## src/rtl/clkgate_pkg.sv

```systemverilog
package clkgate_pkg;
  typedef enum logic [1:0] {
    ST_RUN    = 2'd0,
    ST_OFF    = 2'd1,
    ST_RELOCK = 2'd2,
    ST_ARM    = 2'd3
  } gate_state_e;
endpackage

```

## src/rtl/clkgate_divider.sv

```systemverilog
module clkgate_divider #(
  parameter int DIV_CODE_W = 3,
  localparam int CNT_W = (1 << DIV_CODE_W) - 1
) (
  input  logic                  clk,
  input  logic                  rst_n,
  input  logic                  pll_tick,
  input  logic                  ref_tick,
  input  logic                  sel_ref,
  input  logic [DIV_CODE_W-1:0] div_code,
  input  logic                  hold,
  output logic                  div_clk,
  output logic                  fall_now
);
  logic                  act_ref;
  logic [DIV_CODE_W-1:0] act_code;
  logic [CNT_W-1:0]      cnt, lim;
  logic                  div_q, src_tick, cfg_diff, at_lim;

  always_comb begin
    src_tick = act_ref ? ref_tick : pll_tick;
    lim      = (CNT_W'(1) << act_code) - CNT_W'(1);
    at_lim   = (cnt == lim);
    cfg_diff = (sel_ref != act_ref) || (div_code != act_code);
    fall_now = !hold && div_q && src_tick && at_lim;
  end

  always_ff @(posedge clk or negedge rst_n) begin
    if (!rst_n) begin
      act_ref  <= 1'b0;
      act_code <= '0;
      cnt      <= '0;
      div_q    <= 1'b0;
    end else if (hold) begin
      if (!div_q) begin
        act_ref  <= sel_ref;
        act_code <= div_code;
      end
      cnt   <= '0;
      div_q <= 1'b0;
    end else if (!div_q && cfg_diff) begin
      act_ref  <= sel_ref;
      act_code <= div_code;
      cnt      <= '0;
    end else if (src_tick) begin
      if (at_lim) begin
        cnt   <= '0;
        div_q <= !div_q;
      end else begin
        cnt <= cnt + CNT_W'(1);
      end
    end
  end

  assign div_clk = div_q;

  // Configuration switches only out of a low phase
  assert_cfg_low_R3: assert property (@(posedge clk) disable iff (!rst_n)
    (act_code != $past(act_code) || act_ref != $past(act_ref)) |-> !$past(div_q));

  // A held divider parks its clock low
  assert_hold_low_R8: assert property (@(posedge clk) disable iff (!rst_n)
    hold |=> !div_q);
endmodule

```

## src/rtl/clkgate_fsm.sv

```systemverilog
module clkgate_fsm
  import clkgate_pkg::*;
(
  input  logic clk,
  input  logic rst_n,
  input  logic ctrl_n,
  input  logic mode_pd,
  input  logic sync_dis,
  input  logic lock_ready,
  input  logic fall_now,
  input  logic div_clk,
  output logic gate_en,
  output logic pd_req,
  output logic hold
);
  gate_state_e st, st_nx;
  logic        gate_nx;

  always_comb begin
    st_nx   = st;
    gate_nx = gate_en;
    unique case (st)
      ST_RUN: begin
        if (!ctrl_n && (!sync_dis || fall_now)) begin
          st_nx   = ST_OFF;
          gate_nx = 1'b0;
        end
      end
      ST_OFF: begin
        if (ctrl_n) st_nx = mode_pd ? ST_RELOCK : ST_ARM;
      end
      ST_RELOCK: begin
        if (!ctrl_n)         st_nx = ST_OFF;
        else if (lock_ready) st_nx = ST_ARM;
      end
      ST_ARM: begin
        if (!ctrl_n) begin
          st_nx = ST_OFF;
        end else if (fall_now) begin
          st_nx   = ST_RUN;
          gate_nx = 1'b1;
        end
      end
      default: st_nx = ST_RELOCK;
    endcase
  end

  always_ff @(posedge clk or negedge rst_n) begin
    if (!rst_n) begin
      st      <= ST_RELOCK;
      gate_en <= 1'b0;
    end else begin
      st      <= st_nx;
      gate_en <= gate_nx;
    end
  end

  always_comb begin
    pd_req = (st == ST_OFF) && mode_pd;
    hold   = pd_req || (st == ST_RELOCK);
  end

  assert_async_stop_R4: assert property (@(posedge clk) disable iff (!rst_n)
    (st == ST_RUN && !sync_dis && !ctrl_n) |=> !gate_en);

  assert_sync_wait_R5: assert property (@(posedge clk) disable iff (!rst_n)
    (st == ST_RUN && sync_dis && !fall_now) |=> gate_en);

  assert_lock_wait_R8: assert property (@(posedge clk) disable iff (!rst_n)
    (st == ST_RELOCK && !lock_ready) |=> !gate_en);

  assert_enable_on_fall_R9: assert property (@(posedge clk) disable iff (!rst_n)
    $rose(gate_en) |-> !div_clk);
endmodule

```

## src/rtl/clkgate_ctrl.sv

```systemverilog
module clkgate_ctrl #(
  parameter int DIV_CODE_W = 3
) (
  input  logic                  clk,
  input  logic                  rst_n,
  input  logic                  pll_tick,
  input  logic                  ref_tick,
  input  logic                  sel_ref,
  input  logic [DIV_CODE_W-1:0] div_code,
  input  logic                  mode_pd,
  input  logic                  sync_dis,
  input  logic                  ctrl_n,
  input  logic                  lock_ready,
  output logic                  clk_out,
  output logic                  oe_out,
  output logic                  pd_req
);
  logic div_clk, fall_now, gate_en, hold;

  clkgate_divider #(.DIV_CODE_W(DIV_CODE_W)) u_div (
    .clk      (clk),
    .rst_n    (rst_n),
    .pll_tick (pll_tick),
    .ref_tick (ref_tick),
    .sel_ref  (sel_ref),
    .div_code (div_code),
    .hold     (hold),
    .div_clk  (div_clk),
    .fall_now (fall_now)
  );

  clkgate_fsm u_fsm (
    .clk        (clk),
    .rst_n      (rst_n),
    .ctrl_n     (ctrl_n),
    .mode_pd    (mode_pd),
    .sync_dis   (sync_dis),
    .lock_ready (lock_ready),
    .fall_now   (fall_now),
    .div_clk    (div_clk),
    .gate_en    (gate_en),
    .pd_req     (pd_req),
    .hold       (hold)
  );

  assign clk_out = div_clk & gate_en;
  assign oe_out  = gate_en;

  // A synchronous disable never truncates a high pulse at the pin
  assert_sync_clean_R5: assert property (@(posedge clk) disable iff (!rst_n)
    ($fell(oe_out) && $past(sync_dis)) |-> $past(clk_out));

  // Power-down request only while the driver is off
  assert_pd_off_R8: assert property (@(posedge clk) disable iff (!rst_n)
    pd_req |-> !oe_out);
endmodule

```

## config.mk

```make
export PLATFORM = sky130hd
export DESIGN_NAME = clkgate_ctrl
export DESIGN_NICKNAME = d
export VERILOG_FILES = /design/src/rtl/clkgate_pkg.sv /design/src/rtl/clkgate_divider.sv /design/src/rtl/clkgate_fsm.sv /design/src/rtl/clkgate_ctrl.sv
export SDC_FILE = /design/constraint.sdc
export NUM_CORES = 1
export LEC_CHECK = 0
export ABC_AREA = 1
export BUFFER_PORTS_ARGS = -buffer_cell sky130_fd_sc_hd__clkbuf_2
export CAP_MARGIN = 20
export CORE_ASPECT_RATIO = 1.25
export CORE_MARGIN = 2
export CORE_UTILIZATION = 57
export DETAILED_ROUTE_END_ITERATION = 6
export PLACE_DENSITY_LB_ADDON = 0.08
export SYNTH_ARGS = -nofsm -noshare
export SYNTH_HDL_FRONTEND = slang
export SYNTH_SLANG_ARGS = --single-unit
```

## constraint.sdc

```tcl
create_clock -name clk -period 2.3 [get_ports clk]
set_input_delay 0.345 -clock clk [delete_from_list [all_inputs] [get_ports clk]]
set_output_delay 0.345 -clock clk [all_outputs]
set_load 0.01 [all_outputs]
```

After elaboration in Yosys (flattened, before gate mapping):

Index checks and enable logic that the tools add are counted.

* multiplexer cells: 27
* reductions and logical operators: 23
* equality and inequality tests: 14
* bitwise logic cells: 1
* shifts and indexed selects: 1
* add/subtract/negate cells: 2

Operator list (number)
* 2-to-1 mux 7 bit: 4
* 2-to-1 mux 1 bit: 12
* 2-to-1 mux 2 bit: 6
* 2-to-1 mux 3 bit: 3
* one-hot mux 2 bit (4 select lines): 1
* AND reduction 4 bit: 2
* nonzero test 2 bit: 4
* adder 7 x 1 -> 7 bit (second input constant): 1
* == test 7 bit: 1
* << shifter 1 x 3 -> 7 bit (first input constant): 1
* subtractor 7 x 2 -> 7 bit (second input constant): 1
* logical AND 1 bit: 6
* inequality test 2 x 1 -> 1 bit (second input constant): 3
* inequality test 2 bit (second input constant): 3
* == test 2 bit (second input constant): 2
* zero test 1 bit: 4
* logical OR 1 bit: 3
* inequality test 3 x 2 -> 1 bit (second input constant): 1
* inequality test 3 bit: 1
* inequality test 3 bit (second input constant): 1
* AND reduction 3 bit: 1
* nonzero test 3 bit: 1
* == test 2 x 1 -> 1 bit (second input constant): 1
* zero test 2 bit: 1
* other kinds (4): 4

* logic and storage cells: 74
* register bits: 15
* output and inout bits: 3

Longest topological paths before layout:

Gate-level depths: netlist (run 1).

* word-level depth: 11
* gate-level depth with buffers: 18
* mapped depth without buffers: 17

Cells and area by module:

From an unflattened synthesis (run 1), not the netlist that was laid out.

* cells, all modules: 163
* area, all modules: 1118.6 um^2

Modules (own cells, without submodules)
* clkgate_divider: sequential area each 300.3 um^2, cells each 126, area an instance 890.9 um^2, times used 1
* clkgate_fsm: sequential area each 76.3 um^2, cells each 35, area an instance 220.2 um^2, times used 1
* clkgate_ctrl: sequential area each 0.0 um^2, cells each 2, area an instance 7.5 um^2, times used 1

Worst setup path before layout (run 1):

Ideal clock, no wire load.

* path kind: flip-flop to flip-flop
* from: register u_div.act_code[1]
* to: register u_fsm.st[0]
* setup slack: 0.355 ns
* cell stages (with the launch flop): 17
* library setup time: 0.118 ns
* buffers on the path: 1
* arrival time: 1.827 ns
* cell sequence: dfrtp_1 -> buf_6 -> nor2_4 -> nand2_1 -> ha_1 -> inv_1 -> nand2_1 -> nand2_1 -> nand2_1 -> nand2_1 -> nand3_2 -> nor2_4 -> nand4_2 -> a21oi_4 -> inv_1 -> nand2_1 -> nand2_1

* cells in the longest elaborated chain, start to end: 8

RTL lines
* from (decl): line clkgate_divider.sv:16 `logic [DIV_CODE_W-1:0] act_code;`
* from (signal assigned): line clkgate_divider.sv:37 `act_code <= div_code;`
* from (signal assigned): line clkgate_divider.sv:43 `act_code <= div_code;`
* << shifter 1 x 3 -> 7 bit *: line clkgate_divider.sv:22 `lim = (CNT_W'(1) << act_code) - CNT_W'(1);`
* subtractor 7 x 2 -> 7 bit *: line clkgate_divider.sv:22
* == test 7 bit *: line clkgate_divider.sv:23 `at_lim = (cnt == lim);`
* logical AND 1 bit *: line clkgate_divider.sv:25 `fall_now = !hold && div_q && src_tick && at_lim;`
* logical OR 1 bit: line clkgate_fsm.sv:24 `if (!ctrl_n && (!sync_dis || fall_now)) begin`
* logical AND 1 bit: line clkgate_fsm.sv:24
* inequality test 2 x 1 -> 1 bit (no line)
* AND reduction 4 bit (no line) *
* to (signal assigned): line clkgate_fsm.sv:53 `st <= st_nx;`
* to (decl): line clkgate_fsm.sv:16 `gate_state_e st, st_nx;`

Every way passes the cells marked *; elsewhere a longest branch is shown, timed or not.
A chain may end at the register's enable or synchronous reset.

Worst setup path after layout (run 1):

Ends and elaborated chain as after synthesis.

==> results.json, run 1 <==
{
  "min_to": "u_div.act_code[2]$_DFFE_PN0P_",
  "fin_worst_skew_ps": 4.20,
  "syn_inst": 167,
  "synth_compound_area_share_pct": 9.52,
  "grt-ovfl-total": 0,
  "timing_worst_setup_path_type": "register to register",
  "rrSetupSlack_ps": 250,
  "swShare_pct": 40.6,
  "num-nets-final": 201,
  "rsz0062_at_grt": "false",
  "route.detailed.drc": 0,
  "syn-num-nets": 181,
  "cts_post_setup_buffers_inserted": 0,
  "cap_violations": 0,
  "hold_slack_ps": 328,
  "reg2regPathDepth": 15,
  "coreArea_sq_um": 1980,
  "grt_pass1_wl_microns": 4360,
  "cp-start-kind": "register",
  "setup-violations-final": 0,
  "min_path_cells": 3,
  "yosys.area_share.adder_pct": 2.09,
  "antenna_found_initial": 0,
  "synth_seq_cells": 15,
  "die_h_microns": 55.2,
  "drive_gt1_share_pct": 25.8,
  "numPortBuffers": 14,
  "syn_area_sq_um": 1200,
  "r2r-start": "u_div.act_code[1]$_DFFE_PN0P_",
  "max-slew-margin-rel_pct": 63.6,
  "slew_viol_final": 0,
  "place_ws_ps": 168,
  "fmax_mhz": 489,
  "worst_setup_path_end_kind": "register",
  "first_pass_iters": 4,
  "setup_ws_ps": 253,
  "root_buffer": "clkbuf_4",
  "synthXorXnorAreaFrac_pct": 6.59,
  "hold_viol": 0,
  "wl_met2_microns": 1300,
  "fin_crit_sh_pct": 89.0,
  "clk_pin_slew_worst_paths_ps": 90,
  "io_pins": 15,
  "grtUsageTotal_pct": 23.1,
  "grt_pass1_vias": 1098,
  "synth_cell_types": 29,
  "worst_slew_pin_slew_ps": 543,
  "clkLatencyLatePin_ps": 290,
  "grt_max_degree": 16,
  "peakVddDrop_uv": 575,
  "r2r-end": "u_fsm.st[0]$_DFFE_PN0P_",
  "viasPerCell": 5.37,
  "synthArstFlopShare_pct": 100,
  "cts.sinks": 15,
  "seq_power_share_pct": 39.5,
  "power_frac_comb_pct": 42.3,
  "switchingPower_uw": 344,
  "wirelength_microns": 2410,
  "place_hpwl_microns": 1910,
  "seq_area_frac_synth_pct": 31.5,
  "ys_warn_count": 0,
  "avgSynthCellArea_sq_um": 7.16,
  "synthMuxAreaShare_pct": 0,
  "min_path_type": "input pin to register",
  "p_clk_share_pct": 18.2,
  "status": "completed",
  "cts_tree": "built",
  "area_growth_pct": 10.7,
  "critPathMaxFanout": 7,
  "num_vias": 1106,
  "ys.flop_type": "dfrtp_1",
  "drt-initial-drc-count": 15,
  "critPathRequiredTime_ps": 2490,
  "fp-row-count": 18,
  "min_from": "div_code[2]",
  "cp.arrival_ps": 2240,
  "leakagePower_nw": 0.665,
  "met1Wirelength_microns": 1010,
  "routed-wl-met3_microns": 68,
  "top_layer_used": "met4",
  "ant_nets": 0,
  "dieArea_sq_um": 2480,
  "tns_ps": 0,
  "die_w_microns": 45.0,
  "cts-htree-levels": 1,
  "diodes": 0,
  "place.gp.congestion": 0.803,
  "wl_per_cell_microns": 11.7,
  "cts_inserted_buffers": 3,
  "synth_top_family_by_area": "simple AND/OR/NAND/NOR gates",
  "start_util_pct": 60.4,
  "yosys.area_share.simple_pct": 38.6,
  "synth-edff-count": 0,
  "p_int_uw": 502,
  "fin_crit_ps": 2050,
  "clockBufferDepth": 2,
  "p_per_area_nw_per_um2": 639
}
==> sequential cells by signal, summed over array words and instances (netlist names) <==
register	flops
u_div.act_code	3
u_div.act_ref	1
u_div.cnt	7
u_div.div_clk	1
u_fsm.gate_en	1
u_fsm.st	2
==> cell type report <==
class                   count  area (sq um)
clock inverters             1          5.00
repair buffers             17          95.1
clock buffers               3          22.5
flip-flops and latches     15           377
multi-input cells         120           682
fillers                   183           658
well taps                  20          25.0
inverters                  30           118
==> power by group through the flow <==
stage / combinational (mW) / clock (mW) / sequential [mW]
after detailed placement: 0.357 / 0 / 0.338
after global placement: 0.350 / 0 / 0.336
after floorplan: 0.296 / 0 / 0.327
final: 0.358 / 0.154 / 0.334
after global routing: 0.415 / 0.169 / 0.339
after CTS: 0.359 / 0.159 / 0.334
==> worst max-delay path by stage <==
stage                                              from                   endpoint  slack (ps)  cells past startpoint
after floorplan           u_div.act_code[1]$_DFFE_PN0P_    u_fsm.st[0]$_DFFE_PN0P_         360                     16
after global placement    u_div.act_code[0]$_DFFE_PN0P_    u_fsm.st[0]$_DFFE_PN0P_         250                     15
after detailed placement  u_div.act_code[0]$_DFFE_PN0P_    u_fsm.st[0]$_DFFE_PN0P_         170                     15
after CTS                 u_div.act_code[0]$_DFFE_PN0P_  u_div.div_clk$_DFFE_PN0P_         120                     14
after global routing      u_div.act_code[0]$_DFFE_PN0P_    u_fsm.st[0]$_DFFE_PN0P_          30                     15
final                     u_div.act_code[1]$_DFFE_PN0P_    u_fsm.st[0]$_DFFE_PN0P_         250                     15
==> metal layers <==
metal,vias up,GRT usage [%]
met3,8,2.94
met1,503,27.4
met4,0,8.40
met2,26,40.4
met5,-,0
li1,569,-
==> critical path, cell delays in order (launching register included) <==
cell and delay [ps]:
dfrtp_1 470, nor2_4 130, nand2_1 90, ha_2 240
inv_1 100, nand2_1 80, nand2_1 80, nand2_1 50
nand2_1 70, nand3_2 90, nor2_4 120, nand4_2 110
a21oi_4 160, inv_1 50, nand2_1 50, nand2_1 50
==> synthesized netlist by cell type (2+ instances only) <==
library cell | count | share of area (%)
xor2_1 | 4 | 2.9
nor2_4 | 2 | 1.9
dfrtp_1 | 14 | 29
o21ai_1 | 2 | 0.84
o22ai_1 | 5 | 2.6
nand2_2 | 7 | 3.7
inv_1 | 25 | 7.8
buf_6 | 2 | 1.9
nand4_1 | 4 | 2.1
xnor2_1 | 5 | 3.7
inv_2 | 4 | 1.3
nand3b_1 | 2 | 1.3
nand3_2 | 5 | 4.2
nand3_1 | 11 | 4.6
ha_1 | 2 | 2.1
or2_2 | 2 | 1.0
o21ai_0 | 4 | 1.7
nand2_1 | 39 | 12
a21oi_1 | 4 | 1.7
nor2_1 | 15 | 4.7
==> layout by cell type, fill, tap and decap left out, drive strengths merged, types with 2 or more instances in the layout <==
cell type,instances
a21oi,5
buf,2
clkbuf,17
dfrtp,14
ha,2
inv,30
nand2,47
nand3,16
nand3b,2
nand4,5
nor2,18
o21ai,7
o22ai,5
or2,2
xnor2,5
xor2,4
==> what timing repair did <==
item	CTS	global route
gates resized for setup	0	2
endpoints found under the hold margin	14	0
endpoints found under the setup margin	0	4
hold buffers	1	0
==> logic make-up (layout without fill, tap and decap cells) <==
kind of cell             after synthesis  after routing
AO/OA/AOI/OAI                         18             18
XOR/XNOR                               9              9
adder cells (fa/ha/maj)                2              2
AND/OR/NAND/NOR                       91             91
buffers and inverters                 32             51
flip-flops                            15             15
==> metrics by stage <==
step / util (%) / power (mW) / cell area (sq um) / instances
4_1_cts: 66.7 / 0.852 / 1320 / 206
3_3_place_gp: 64.8 / 0.686 / 1280 / 201
2_1_floorplan: - / 0.623 / 1200 / 167
3_5_place_dp: 64.8 / 0.695 / 1280 / 201
5_1_grt: 66.8 / 0.924 / 1320 / 206
6_report: 66.8 / 0.846 / 1320 / 206
(Power assumes the default switching activity.)
==> inputs of run 2 (changes only) <==
- CORE_UTILIZATION: 57 -> 60
- clock period: 2.3 -> 2.5 ns (I/O delays scaled with it)
==> results.json, run 2 (same netlist as run 1, synthesis figures left out) <==
{
  "status": "completed",
  "hold_slack_ps": 355,
  "grt-ovfl-total": 0,
  "num-nets-final": 199,
  "reg2regPathDepth": 14,
  "r2r-end": "u_fsm.st[0]$_DFFE_PN0P_",
  "drive_gt1_share_pct": 25.0,
  "min_to": "u_div.act_code[0]$_DFFE_PN0P_",
  "grt_pass1_wl_microns": 4310,
  "cap_violations": 0,
  "tns_ps": 0,
  "nFillCells": 168,
  "rsz0062_at_grt": "false",
  "r2r-start": "u_div.act_code[2]$_DFFE_PN0P_",
  "numPortBuffers": 14,
  "die_w_microns": 43.9,
  "cp-start-kind": "register",
  "cp_slowest_cell": "dfrtp_1",
  "top_regs": "u_div.cnt x7, u_div.act_code x3, u_fsm.st x2",
  "timing_worst_setup_path_type": "register to register",
  "grt_pass1_vias": 1083,
  "grt_max_degree": 16,
  "wirelength_microns": 2370,
  "clkLatencyLatePin_ps": 290,
  "fp-row-count": 18,
  "p_per_area_nw_per_um2": 596,
  "place_hpwl_microns": 1930,
  "dieArea_sq_um": 2370,
  "final_common_cell": "nand2_1",
  "leakagePower_nw": 0.655,
  "cp_slowest_stage_delay_ps": 600,
  "grtUsageTotal_pct": 24.5,
  "cts-htree-levels": 1,
  "hold_viol": 0,
  "cts_post_setup_buffers_inserted": 0,
  "coreArea_sq_um": 1940,
  "fin_util_pct": 67.5,
  "antenna_found_initial": 0,
  "min_path_cells": 3,
  "ant_nets": 0,
  "drt-initial-drc-count": 16,
  "place.gp.congestion": 0.835,
  "viasPerCell": 5.20,
  "place_ws_ps": 235,
  "wl_per_cell_microns": 11.6,
  "rrSetupSlack_ps": 280,
  "critPathMostFrequentCell": "nand2_1",
  "largest_register_ff_count": 7,
  "worst_setup_path_end_kind": "register",
  "diodes": 0,
  "num_vias": 1060,
  "area_growth_pct": 9.31,
  "fmax_mhz": 450,
  "layout.cells.non_filler": 204,
  "setup_ws_ps": 276,
  "setup-violations-final": 0,
  "clk_pin_slew_worst_paths_ps": 100,
  "fin_crit_sh_pct": 89.0,
  "fin_crit_ps": 2220,
  "critPathMaxFanout": 9,
  "die_h_microns": 53.9,
  "mostFrequentLayoutCells": "nand2_1 (39), inv_1 (25), nor2_1 (15)",
  "start_util_pct": 61.8,
  "route.detailed.drc": 0,
  "min_from": "div_code[0]",
  "peakVddDrop_uv": 452,
  "critPathRequiredTime_ps": 2700,
  "cts.sinks": 15,
  "worst_slew_pin_slew_ps": 493,
  "cts_tree": "built",
  "root_buffer": "clkbuf_4",
  "cp.arrival_ps": 2420,
  "slew_viol_final": 0,
  "first_pass_iters": 4,
  "min_path_type": "input pin to register",
  "regMostFlops": "u_div.cnt",
  "max-slew-margin-rel_pct": 66.9,
  "cts_inserted_buffers": 3,
  "fin_worst_skew_ps": 8.38,
  "dpl.cell_count": 199,
  "io_pins": 15,
  "clockBufferDepth": 2,
  "path_cells": "inv_6 > nand2_1 > ha_1 > inv_1 > nand2_1 > nand3_2 > nand2_1 > nand3_2 > nor2_4 > nand4_2 > a21oi_4 > inv_1 > nand2_1 > nand2_1"
}
==> run 2: cell types whose count changed in the layout (fill, tap and decap cells not counted), sizes merged <==
cell  delta
buf      -2
==> run 2: critical path, delay by kind of cell (launching register included) <==
| kind | cells | cell delay, ps |
|---|---|---|
| AOI/OAI and AO/OA | 1 | 180 |
| buffers and inverters | 3 | 230 |
| DFF | 1 | 600 |
| and+or+nand+nor | 9 | 800 |
| adders and majority gates | 1 | 310 |
==> run 2: timing repair <==
action                                  in CTS  in global routing
hold buffers                                 1                  0
resized for setup                            0                  1
endpoints found under the setup margin       0                  1
endpoints found under the hold margin        8                  0
==> run 2: per-layer routing <==
layer | GRT usage [%] | vias to the layer above | wire, microns
met5 | 0 | - | 0
met4 | 8.08 | 0 | 31
met3 | 3.36 | 5 | 82
met2 | 46.3 | 22 | 1250
met1 | 27.8 | 467 | 1010
li1 | - | 566 | -
==> run 2: where the power goes <==
part           total [mW]  switching [mW]  internal (mW)  leakage, nW
logic               0.316           0.194          0.122        0.444
clock network       0.147          0.0871         0.0596       0.0177
registers           0.317          0.0421          0.275        0.193
total               0.780           0.323          0.456        0.655
==> run 2: worst max path at each step <==
stage / start / end / slack (ps) / depth (start not counted)
after floorplan: u_div.act_code[1]$_DFFE_PN0P_ / u_fsm.st[0]$_DFFE_PN0P_ / 560 / 16
after global placement: u_div.act_code[1]$_DFFE_PN0P_ / u_fsm.st[0]$_DFFE_PN0P_ / 310 / 14
after detailed placement: u_div.act_code[1]$_DFFE_PN0P_ / u_fsm.st[0]$_DFFE_PN0P_ / 240 / 14
after CTS: u_div.act_code[1]$_DFFE_PN0P_ / u_fsm.st[0]$_DFFE_PN0P_ / 230 / 14
after global routing: u_div.act_code[2]$_DFFE_PN0P_ / u_fsm.st[0]$_DFFE_PN0P_ / 30 / 14
final: u_div.act_code[2]$_DFFE_PN0P_ / u_fsm.st[0]$_DFFE_PN0P_ / 280 / 14
==> run 2: metrics by stage <==
stage / cell area [sq um] / total power [mW]
global placement: 1270 / 0.625
CTS: 1310 / 0.782
finish: 1310 / 0.780
global route: 1310 / 0.842
floorplan: 1200 / 0.574
detailed placement: 1270 / 0.636
==> run 2: area by class of cell <==
class                   instances  area (sq um)  area share (%)
multi-input cells             120           679            52.0
inverters                      30           118            9.00
flip-flops and latches         15           378            28.9
repair buffers                 15          80.1            6.12
clock buffers                   3          22.5            1.72
well taps                      20          25.0            1.91
clock inverters                 1          5.00           0.383
